<file path="src/rtl/gain_scaler_pkg.sv">
package gain_scaler_pkg;
  parameter int SAMPLE_W = 20;
  parameter int GAIN_W   = 12;
  parameter int FRAC_W   = 12;
  parameter int PROD_W   = SAMPLE_W + GAIN_W + 2;
  parameter int LIMIT    = 2 ** (SAMPLE_W - 2);

  typedef logic signed [PROD_W-1:0] wide_t;
endpackage

</file>
<file path="src/rtl/gain_word_reg.sv">
module gain_word_reg
  import gain_scaler_pkg::*;
#(
  parameter int GW = GAIN_W
) (
  input  logic          clk,
  input  logic          rst_n,
  input  logic          wr_en,
  input  logic [GW-1:0] wr_data,
  output logic [GW-1:0] gain_q
);
  logic [GW-1:0] gain_d;

  always_comb begin
    gain_d = gain_q;
    if (wr_en) gain_d = wr_data;
  end

  always_ff @(posedge clk or negedge rst_n) begin
    if (!rst_n) gain_q <= '0;
    else        gain_q <= gain_d;
  end

  // the gain word only moves when a write is strobed
  a_r6_gain_write_only: assert property (@(posedge clk) disable iff (!rst_n)
    !wr_en |=> $stable(gain_q));
endmodule

</file>
<file path="src/rtl/gain_mac_round.sv">
module gain_mac_round
  import gain_scaler_pkg::*;
(
  input  logic [SAMPLE_W-1:0] sample,
  input  logic [GAIN_W-1:0]   gain,
  output wide_t               rounded
);
  localparam int EXT_S = PROD_W - SAMPLE_W;
  localparam int EXT_G = PROD_W - GAIN_W;
  localparam wide_t UNITY = wide_t'(1) <<< FRAC_W;
  localparam wide_t HALF  = wide_t'(1) <<< (FRAC_W - 1);

  wide_t x_ext, factor, prod, mag, rmag;
  logic  neg;

  always_comb begin
    x_ext  = {{EXT_S{sample[SAMPLE_W-1]}}, sample};
    factor = UNITY + {{EXT_G{gain[GAIN_W-1]}}, gain};
    prod   = x_ext * factor;
    neg    = prod[PROD_W-1];
    mag    = neg ? -prod : prod;
    rmag   = (mag + HALF) >>> FRAC_W;
    rounded = neg ? -rmag : rmag;
  end
endmodule

</file>
<file path="src/rtl/gain_clamp_reg.sv">
module gain_clamp_reg
  import gain_scaler_pkg::*;
(
  input  logic                clk,
  input  logic                rst_n,
  input  logic                en,
  input  wide_t               value,
  output logic                vld_q,
  output logic [SAMPLE_W-1:0] data_q
);
  localparam wide_t POS_LIM = wide_t'(LIMIT);
  localparam wide_t NEG_LIM = -POS_LIM;

  wide_t               limited;
  logic [SAMPLE_W-1:0] data_d;

  always_comb begin
    if (value > POS_LIM)      limited = POS_LIM;
    else if (value < NEG_LIM) limited = NEG_LIM;
    else                      limited = value;
    data_d = en ? limited[SAMPLE_W-1:0] : data_q;
  end

  always_ff @(posedge clk or negedge rst_n) begin
    if (!rst_n) begin
      vld_q  <= 1'b0;
      data_q <= '0;
    end else begin
      vld_q  <= en;
      data_q <= data_d;
    end
  end

  // registered result stays within the clamp codes
  a_r5_in_range: assert property (@(posedge clk) disable iff (!rst_n)
    ($signed(data_q) <= $signed(POS_LIM[SAMPLE_W-1:0])) &&
    ($signed(data_q) >= $signed(NEG_LIM[SAMPLE_W-1:0])));
endmodule

</file>
<file path="src/rtl/sample_gain_scaler.sv">
module sample_gain_scaler
  import gain_scaler_pkg::*;
(
  input  logic                clk,
  input  logic                rst_n,
  input  logic                gain_wr,
  input  logic [GAIN_W-1:0]   gain_wdata,
  input  logic                in_valid,
  input  logic [SAMPLE_W-1:0] in_sample,
  output logic                out_valid,
  output logic [SAMPLE_W-1:0] out_sample
);
  logic [1:0]        rst_sync;
  logic              rst_core_n;
  logic [GAIN_W-1:0] gain_act;
  wide_t             rounded;
  logic              started;

  always_ff @(posedge clk or negedge rst_n) begin
    if (!rst_n) rst_sync <= 2'b00;
    else        rst_sync <= {rst_sync[0], 1'b1};
  end
  assign rst_core_n = rst_sync[1];

  gain_word_reg #(.GW(GAIN_W)) u_gain (
    .clk     (clk),
    .rst_n   (rst_core_n),
    .wr_en   (gain_wr),
    .wr_data (gain_wdata),
    .gain_q  (gain_act)
  );

  gain_mac_round u_mac (
    .sample  (in_sample),
    .gain    (gain_act),
    .rounded (rounded)
  );

  gain_clamp_reg u_clamp (
    .clk    (clk),
    .rst_n  (rst_core_n),
    .en     (in_valid),
    .value  (rounded),
    .vld_q  (out_valid),
    .data_q (out_sample)
  );

  always_ff @(posedge clk or negedge rst_core_n) begin
    if (!rst_core_n) started <= 1'b0;
    else             started <= 1'b1;
  end

  // strobe emerges exactly one clock after the input strobe
  a_r2_latency: assert property (@(posedge clk) disable iff (!rst_core_n)
    started |-> (out_valid == $past(in_valid)));

  // output word holds across idle cycles
  a_r7_hold: assert property (@(posedge clk) disable iff (!rst_core_n)
    (started && !$past(in_valid)) |-> $stable(out_sample));

  // zero gain with an in-range input passes the sample through
  a_r3_unity: assert property (@(posedge clk) disable iff (!rst_core_n)
    (in_valid && gain_act == '0 &&
     $signed(in_sample) <= $signed(SAMPLE_W'(LIMIT)) &&
     $signed(in_sample) >= -$signed(SAMPLE_W'(LIMIT)))
    |=> (out_sample == $past(in_sample)));
endmodule

</file>
<file path="config.mk">
export PLATFORM = sky130hd
export DESIGN_NAME = sample_gain_scaler
export DESIGN_NICKNAME = d
export VERILOG_FILES = /design/src/rtl/gain_scaler_pkg.sv /design/src/rtl/gain_word_reg.sv /design/src/rtl/gain_mac_round.sv /design/src/rtl/gain_clamp_reg.sv /design/src/rtl/sample_gain_scaler.sv
export SDC_FILE = /design/constraint.sdc
export NUM_CORES = 1
export LEC_CHECK = 0
export BUFFER_PORTS_ARGS = -buffer_cell sky130_fd_sc_hd__buf_2
export CORE_ASPECT_RATIO = 1.4
export CORE_MARGIN = 2
export CORE_UTILIZATION = 28
export DETAILED_ROUTE_END_ITERATION = 8
export GPL_TIMING_DRIVEN = 0
export PLACE_DENSITY = 0.43
export SLEW_MARGIN = 5
export SYNTH_ARGS = -nofsm -noshare
export SYNTH_HDL_FRONTEND = slang
export SYNTH_SLANG_ARGS = --single-unit
</file>
<file path="constraint.sdc">
create_clock -name clk -period 2.1 [get_ports clk]
set_clock_uncertainty 0.15 [all_clocks]
set_input_delay 0.21 -clock clk [delete_from_list [all_inputs] [get_ports clk]]
set_output_delay 0.21 -clock clk [all_outputs]
set_load 0.02 [all_outputs]
</file>
==> summary.md, run 1 <==
| Metric | Value |
|---|---|
| Mean Syn Cell Area | between 8 and 9 µm² |
| Failing checks | negative setup slack |
| Detail-routed via count per cell | 4.93 |
| CTS tree | built |
| Cell Area, Synth | 14200 µm² |
| Layout fillers | between 5000 and 6000 |
| Final period utilization | 484% |
| Post-Synth Adder-Cell Area | between 40 and 50% |
| Most common cell in the synthesized netlist | inv_1 |
| Placeable Area | ~50000 µm² |
| Initial Util | 28.4% |
| Final hold vios | 0 |
| Element type at the critical path start | register |
| TritonCTS buffer count | 5 |
| I/O Pins | 57 |
| Post-synth ARST share | between 90% and 100% |
| Reg2reg path depth | 42 |
| Total GRT Usage | a little under a fifth |
| Most frequent cell on the critical path | inv_2 |
| WP data required | 2150 ps |
| Max Slew Vio Count | 0 |
| Gr busiest metal | met2 |
| Number of max-cap violations | 0 |
| Synth top cells by count | inv_1 (266), fa_1 (242), nand2_1 (237), ha_1 (111), and2_1 (102) |
| Post-DRT Antenna Nets | 0 |
| Syn-to-layout area delta | 25.4% |
| Post-Route Utilization | 35.6% |
| Area share of and/or/nand/nor cells after synthesis | roughly a fifth |
| Layout cells sized above 1 | between 20 and 25% |
| Num rows | a little under 100 |
| Clk pin slew, worst setup/hold paths | about 70 ps |
| Fmax | just under 0.1 GHz |
| Remaining DRCs | 0 |
| Post-Synthesis Cells | roughly 1700 |
| Die X | approximately 190 µm |
| Synth cell types | 90 |
| Initial antenna violation count | 0 |
| Pre-antenna DRT Iters | 7 |
| Total wire length | ~47 mm |
| Multi-input gate area | approximately 13000 µm² |
| Vias in the first global route | around 13000 |
| Syn. warnings | 0 |
| Initial DRC count | 538 |
| CP max-delay cell | fa_2 |
| Total gr overflow | 0 |
| Slew HR | about a third |
| Largest net degree at the start of global routing | 22 |
| Sequential share of the synthesized area | ~6.2% |
| First-pass GRT wire length | 76.4 mm |
| Setup Crit Path Kind | register to register |
| Final HPWL DP | between 30 and 40 mm |
| Arr. time, crit path | 10210 ps |
| Compound-Gate Fraction of Synth Area | about an eighth |
| Met1 usage | around 22% |
| Post-synth EDFFs | 0 |
| Gp weighted congestion | 0.891 |
| Largest family of logic cells by synthesized area | adder cells |
| M2 GR Usage | 34.9% |
| Die Footprint | approximately 53000 µm² |
| CP endpoint kind | register |
| CP max stage delay | approximately 540 ps |
| Vias | 12300 |
| RSZ-0062 raised after global routing | yes |
| Average wire per standard cell | between 15 and 20 µm |
| XOR/XNOR Fraction of Synth Area | roughly 5.0% |
| Worst-Skew Late Latency | 330 ps |
| Mux cell area share after synthesis | 1.56% |
| Register area | between 800 and 900 µm² |
| Ys flop type | dfrtp_1 |
| #FFs+latches synth | 35 |
| Clock tree sinks | 35 |
| Met3 usage | between 1.5 and 2% |
| Inserted Diodes | 0 |
| Final setup violation count | 20 |
| Final worst setup slack | -8060 ps |
| Setup_tns | -159770 ps |
| Final min period | 10160 ps |
| Post-synth top area cell | fa_1 |
| Slew of the pin with the lowest slew margin | slightly below 1000 ps |
| Tightest Hold Check Type | primary input to asynchronous set/reset pin |
| CTS H-tree depth | 2 |
| DIE HEIGHT | around 270 µm |
| Final #Nets | approximately 2200 |
| Peak fanout along the critical path | 7 |
| Top cells by area, synth | fa_1 (34%), ha_1 (9.8%), inv_1 (7.0%) |
| Top cell type's share of synthesized area | approximately a third |
| Status | finished with violations |
| Clk root buf | clkbuf_16 |
| I/O Buffers | 56 |
| Mapped Nets | 2080 |
| Clock buffer depth | 2 |
## layer usage
metal	vias to the layer above	part of all wire, %
met2	216	54
met5	-	0
met4	0	2.9
met3	60	2.0
met1	6188	41
li1	5867	-
## per-stage QoR
stage,cell area [µm²],hold WS [ps],setup slack (ps),cells
global route,17900,29.0,-8430,2501
floorplan,14600,-236,-7580,1691
global placement,15700,-155,-10010,2390
CTS,17000,13.4,-8210,2465
finish,17900,40.3,-8060,2501
detailed placement,15700,-154,-9970,2391
## logic make-up (layout without fill, tap and decap cells)
family / count (synthesis) / after routing
flops: 35 / 35
xor+xnor: 79 / 79
simple gates: 589 / 589
compound gates: 256 / 256
other cells: 1 / 1
fa+ha+maj: 354 / 354
mux: 20 / 20
buf+inv: 357 / 524
## layout by cell type, fill, tap and decap left out, types with 10 or more instances in the layout
cell type,count
xnor2_1,44
clkbuf_1,26
clkbuf_2,12
clkbuf_16,10
xor2_1,21
fa_2,13
a21o_1,12
mux2_2,14
nor2_1,50
nand3_1,38
nor3_1,28
buf_4,76
ha_1,91
dlygate4sd3_1,16
a21oi_2,11
and3_1,13
buf_6,20
xnor2_2,12
and2_1,89
nand2_1,224
ha_4,14
o21ai_0,31
buf_2,58
and2_4,14
buf_8,14
nand4_1,20
inv_1,256
a21oi_1,38
a31oi_1,12
dfrtp_1,29
or3_1,12
nor2b_1,21
fa_1,229
## worst paths after layout
check                                      start                  to  slack (ps)
worst max-delay path            u_gain.gain_q[5]  u_clamp.data_q[17]       -8060
worst min-delay path                       rst_n         rst_sync[0]          40
worst max register to register  u_gain.gain_q[5]  u_clamp.data_q[17]       -8060
worst min register to register       rst_sync[1]    u_gain.gain_q[7]          40
max in group asynchronous            rst_sync[1]  u_clamp.data_q[10]        1280
min in group clk                     rst_sync[0]         rst_sync[1]         210
## repair_timing
action	4_1_cts	5_1_grt
buffers inserted	50	37
gates resized for setup	119	153
setup endpoints to repair	20	20
endpoints found under the hold margin	15	0
hold buffers	16	0
cloned	3	1
pin swaps	51	59
## critical path: cells and delay by family, from the launching register on
family,cells,cell delay (ps)
buf+inv,15,1660
flops,1,500
compound gates,7,1760
simple gates,9,2060
xor+xnor,3,410
fa+ha+maj,8,3480
## final cells by class
cell class	count	area share, %
multi-input cells	1299	72.4
repair buffers	164	7.12
inverters	267	5.71
flip-flops and latches	35	4.95
well taps	643	4.51
plain buffers	85	4.35
clock buffers	5	0.701
clock inverters	3	0.266
## sequential cells by signal, summed over array words and instances, names as in the netlist
signal / count
rst_sync: 2
u_gain.gain_q: 12
u_clamp.data_q: 20
u_clamp.vld_q: 1
Power of run 1 is not shown: default switching activity piles up to over one toggle a cycle in this logic, so the estimate is an artifact.
==> run 2, diff against run 1 <==
--- a/config.mk
+++ b/config.mk
@@ -5,13 +5,13 @@
 export SDC_FILE = /design/constraint.sdc
 export NUM_CORES = 1
 export LEC_CHECK = 0
-export BUFFER_PORTS_ARGS = -buffer_cell sky130_fd_sc_hd__buf_2
 export CORE_ASPECT_RATIO = 1.4
 export CORE_MARGIN = 2
 export CORE_UTILIZATION = 28
 export DETAILED_ROUTE_END_ITERATION = 8
+export DONT_BUFFER_PORTS = 1
 export GPL_TIMING_DRIVEN = 0
-export PLACE_DENSITY = 0.43
+export PLACE_DENSITY = 0.42
 export SLEW_MARGIN = 5
 export SYNTH_ARGS = -nofsm -noshare
 export SYNTH_HDL_FRONTEND = slang
==> run 2 against run 1 <==
  * The run still ends with negative setup slack left
  * Register-to-register slack lost 40 ps
  * Non-clock buffer count shrank 52
  * Cell count shrank 2.1%
  * Setup slack lost 38 ps
  * Maximum frequency shrank 0.37%
  * Global-route usage shrank 0.18 points
  * Via count shrank 0.76%
  * Die area is the same
  * Design area shrank 0.98%
  * Critical path depth shrank 2
  * Wire length grew 0.53%
  * Clock-buffer cell count grew 1
  * Largest cell class unchanged
==> summary.md, run 2 (synthesis gave the netlist of run 1 again) <==
| Metric | Value |
|---|---|
| Number of max-cap violations | 0 |
| Failing checks | negative setup slack |
| Detail-routed via count per cell | about 5.0 |
| Syn-to-layout area delta | 24.2% |
| Clock tree sinks | 35 |
| Final setup violation count | 20 |
| Layout cells sized above 1 | between 10% and 20% |
| Top flop regs | u_clamp.data_q: 20 flops, u_gain.gain_q: 12 flops, rst_sync: 2 flops |
| Most common cell after layout, fill and taps aside | inv_1 |
| Vias | between 10000 and 15000 |
| Post-DRT Antenna Nets | 0 |
| Biggest register | u_clamp.data_q |
| R2R Path Start | u_gain.gain_q[4] |
| Inserted Diodes | 0 |
| Element type at the critical path start | register |
| Final period utilization | 486% |
| Clock buffer depth | 2 |
| Largest register FFs | 20 |
| Num rows | slightly below 100 |
| Initial Util | roughly 28% |
| Pre-antenna DRT Iters | 5 |
| Fmax | roughly 0.098 GHz |
| Clk root buf | clkbuf_16 |
| Final worst setup slack | -8100 ps |
| Final min period | slightly above 10000 ps |
| Flop-to-flop setup slack | -8100 ps |
| Status | finished with violations |
| Layout fillers | between 5000 and 6000 |
| Arr. time, crit path | about 10000 ps |
| Vias in the first global route | 13300 |
| Slew of the pin with the lowest slew margin | just under 900 ps |
| Worst-Skew Late Latency | between 300 and 400 ps |
| Total GRT Usage | a little under a fifth |
| Total wire length | around 48 mm |
| Final HPWL DP | approximately 39 mm |
| Remaining DRCs | 0 |
| TritonCTS buffer count | 5 |
| CP max-delay cell | fa_2 |
| Total gr overflow | 0 |
| Initial DRC count | 560 |
| Setup_tns | -160060 ps |
| I/O Buffers | 0 |
| CTS tree | built |
| RSZ-0062 raised after global routing | yes |
| WP data required | 2140 ps |
| Final #Nets | 2194 |
| Most frequent cells in the layout | inv_1 (254), nand2_1 (233), fa_1 (224) |
| CTS H-tree depth | 2 |
| Reg2reg path depth | 40 |
| Tightest Hold Check Type | register to asynchronous set/reset pin |
| CP max stage delay | approximately 600 ps |
| Final hold vios | 0 |
| I/O Pins | 57 |
| Reg-to-reg critical path endpoint | u_clamp.data_q[10] |
| Peak fanout along the critical path | 10 |
| Slew HR | 40.2% |
| Initial antenna violation count | 0 |
| Fin Hold WS | approximately 43 ps |
| Die Footprint | ~53000 µm² |
| DIE HEIGHT | roughly 270 µm |
| Post-Route Utilization | around a third |
| Placeable Area | 50100 µm² |
| Largest net degree at the start of global routing | 22 |
| Top delay family on crit path | adder cells |
| First-pass GRT wire length | 75.9 mm |
| Gp weighted congestion | between 0.8 and 0.9 |
| Die X | between 150 and 200 µm |
| Clk pin slew, worst setup/hold paths | approximately 70 ps |
| Max Slew Vio Count | 0 |
| CP bufs+invs | 12 |
| Setup Crit Path Kind | register to register |
| Average wire per standard cell | just under 20 µm |
| CP endpoint kind | register |
run 2: cell count changes in the layout (fill, tap and decap cells not counted), moves of 7 or more:
cell	change
nand2_1	+9
nand3_1	-8
buf_2	-57
nand3_2	+7
run 2: how the worst max path moves through the flow:
stage / from / end / cells past startpoint
final: u_gain.gain_q[4] / u_clamp.data_q[10] / 40
after CTS: u_gain.gain_q[4] / u_clamp.data_q[17] / 43
after global routing: u_gain.gain_q[2] / u_clamp.data_q[15] / 40
after floorplan: u_gain.gain_q[3] / u_clamp.data_q[10] / 42
after detailed placement: u_gain.gain_q[0] / u_clamp.data_q[4] / 40
after global placement: u_gain.gain_q[0] / u_clamp.data_q[3] / 40
run 2: cell type report:
cell class | instances | area [µm²] | share of cell area, %
flip-flops and latches | 35 | 883 | 5.00
well taps | 643 | 805 | 4.55
repair buffers | 113 | 1060 | 6.01
multi-input cells | 1299 | 13000 | 73.5
clock inverters | 2 | 16.3 | 0.0920
inverters | 267 | 1010 | 5.73
clock buffers | 6 | 139 | 0.786
plain buffers | 84 | 767 | 4.34
run 2: what timing repair did:
| action | 4_1_cts | 5_1_grt |
|---|---|---|
| hold buffers | 17 | 0 |
| gates resized for setup | 131 | 148 |
| hold endpoints to repair | 15 | 0 |
| setup endpoints to repair | 20 | 20 |
| pin swaps | 56 | 92 |
| gates cloned | 2 | 2 |
| buffers inserted | 55 | 36 |
run 2: layer usage:
layer / share of wire, % / wire length (µm) / vias up / global-route usage, %
li1: - / - / 5755 / -
met2: 54 / 25800 / 248 / 34.9
met3: 2.7 / 1280 / 80 / 1.55
met1: 40 / 19100 / 6154 / 22.2
met5: 0 / 0 / - / 0
met4: 3.1 / 1470 / 0 / 4.57
run 2: stage by stage:
stage / instances / cell area (µm²) / setup slack (ps)
floorplan: 1691 / 14600 / -7580
finish: 2449 / 17700 / -8100
detailed placement: 2335 / 15400 / -10050
CTS: 2414 / 16800 / -8240
global placement: 2334 / 15400 / -10020
global route: 2449 / 17700 / -8380
Power of run 2 is left out for the same reason.
==> run 3, diff against run 2 <==
==> constraint.sdc (replaced) <==
create_clock -name clk -period 2.1 [get_ports clk]
set_clock_uncertainty 0.15 [all_clocks]
set_input_delay 0.42 -clock clk [delete_from_list [all_inputs] [get_ports clk]]
set_output_delay 0.42 -clock clk [all_outputs]
set_load 0.02 [all_outputs]
==> run 3 against run 2 <==
  * The flow still finishes with violations (negative setup slack)
  * Global-route usage down 0.71 points
  * Core utilization down 0.81 points
  * Via count is 2.2% lower
  * Highest routed layer unchanged
  * First-iteration DRC count is 3.0% lower
  * Maximum frequency rose by 2.2%
  * Die area did not move
  * Cell count decreased by 0.86%
==> summary.md, run 3 (synthesis gave the netlist of run 1 again) <==
| Metric | Value |
|---|---|
| Status | finished with violations |
| Failing checks | negative setup slack |
| Post-DRT Antenna Nets | 0 |
| Initial Util | approximately 28% |
| Total gr overflow | 0 |
| Final #Nets | 2172 |
| Largest register FFs | 20 |
| Final worst setup slack | -7870 ps |
| Vias in the first global route | between 10000 and 15000 |
| CP max-delay cell | or4_4 |
| Clk pin slew, worst setup/hold paths | roughly 80 ps |
| Initial DRC count | ~540 |
| Number of max-cap violations | 0 |
| Largest net degree at the start of global routing | 20 |
| CP max stage delay | between 500 and 600 ps |
| First-pass GRT wire length | approximately 73 mm |
| Num rows | between 90 and 100 |
| Pre-antenna DRT Iters | 5 |
| Fmax | 0.100 GHz |
| CTS tree | built |
| Post-DP Area | 15500 µm² |
| Peak fanout along the critical path | 10 |
| Worst-Skew Late Latency | between 300 and 400 ps |
| Average wire per standard cell | between 15 and 20 µm |
| Detail-routed via count per cell | 4.93 |
| Clock tree sinks | 35 |
| RSZ-0062 raised after global routing | yes |
| Initial antenna violation count | 1 |
| Die X | 195 µm |
| Total GRT Usage | between 15 and 20% |
| Tightest Hold Check Type | register to asynchronous set/reset pin |
| CTS H-tree depth | 2 |
| Slew HR | 39.5% |
| I/O Pins | 57 |
| Layout fillers | ~5200 |
| Most common cell after layout, fill and taps aside | inv_1 |
| Max Slew Vio Count | 0 |
| Biggest register | u_clamp.data_q |
| Element type at the critical path start | register |
| Clock buffer depth | 2 |
| Final min period | between 9000 and 10000 ps |
| Design area | about 17000 µm² |
| Slew of the pin with the lowest slew margin | 900 ps |
| Final setup violation count | 20 |
| Final HPWL DP | around 39 mm |
| Clk root buf | clkbuf_16 |
| WP data required | roughly 2200 ps |
| Layout cells sized above 1 | between 10% and 20% |
| TritonCTS buffer count | 5 |
| Most frequent cells in the layout | inv_1 (256), fa_1 (233), nand2_1 (231) |
| CP endpoint kind | register |
| Remaining DRCs | 0 |
| Die Footprint | between 50000 and 60000 µm² |
| I/O Buffers | 0 |
| Placeable Area | around 50000 µm² |
| Final hold vios | 0 |
| Gp weighted congestion | around 0.87 |
| Arr. time, crit path | ~10000 ps |
| Top flop regs | u_clamp.data_q: 20 flops, u_gain.gain_q: 12 flops, rst_sync: 2 flops |
| Total wire length | 46.3 mm |
| Vias | between 10000 and 15000 |
| Post-Route Utilization | about a third |
| Setup Crit Path Kind | register to register |
| Final period utilization | 475% |
| Setup_tns | -155740 ps |
| Syn-to-layout area delta | 21.3% |
| Most frequent cell on the critical path | fa_1 |
| DIE HEIGHT | around 270 µm |
-- run 3: layer usage --
metal | GRT usage (%) | routed length (µm) | up-vias
met5 | 0 | 0 | -
met4 | 5.65 | 1630 | 0
met3 | 2.19 | 1350 | 82
met2 | 32.9 | 24100 | 263
met1 | 21.0 | 19300 | 5917
li1 | - | - | 5707
-- run 3: timing repair --
item                       4_1_cts  5_1_grt
hold endpoints to repair         3        0
resized for setup              139      101
setup endpoints to repair       20       20
cloned                           2        1
hold buffers                     2        0
pin swaps                       61       70
setup buffers                   55       31
-- run 3: layout make-up --
type / count / area (µm²) / area share, %
diodes: 1 / 2.50 / 0.0145
plain buffers: 83 / 758 / 4.39
clock buffers: 5 / 125 / 0.724
clock inverters: 3 / 43.8 / 0.254
inverters: 267 / 1010 / 5.86
multi-input cells: 1299 / 12900 / 74.5
flip-flops and latches: 35 / 881 / 5.10
well taps: 643 / 805 / 4.66
repair buffers: 92 / 773 / 4.48
-- run 3: final timing paths --
check | from | to | slack (ps) | cells after the start
min in group clk | gain_wdata[1] | u_gain.gain_q[1] | 100 | 1
max in group asynchronous | rst_sync[1] | u_gain.gain_q[4] | 1240 | 1
hold / removal | rst_sync[1] | u_clamp.data_q[1] | 60 | 0
setup reg to reg | u_gain.gain_q[3] | u_clamp.data_q[4] | -7870 | 42
hold reg to reg | rst_sync[1] | u_clamp.data_q[1] | 60 | 0
setup / recovery | u_gain.gain_q[3] | u_clamp.data_q[4] | -7870 | 42
-- run 3: stage by stage --
step	hold slack [ps]	setup WS, ps	instances
floorplan	-25.6	-7570	1691
global placement	-25.5	-10040	2334
detailed placement	-25.5	-10080	2335
CTS	78.0	-8140	2399
global route	87.5	-8280	2428
finish	56.7	-7870	2428
-- run 3: critical path: cells and delay by family (launching register included) --
kind | cells | cell delay, ps
mux | 1 | 310
xor+xnor | 4 | 590
fa+ha+maj | 8 | 3470
simple gates | 7 | 2010
compound gates | 7 | 1210
buf+inv | 15 | 1740
flops | 1 | 390
Power of run 3 is left out for the same reason.
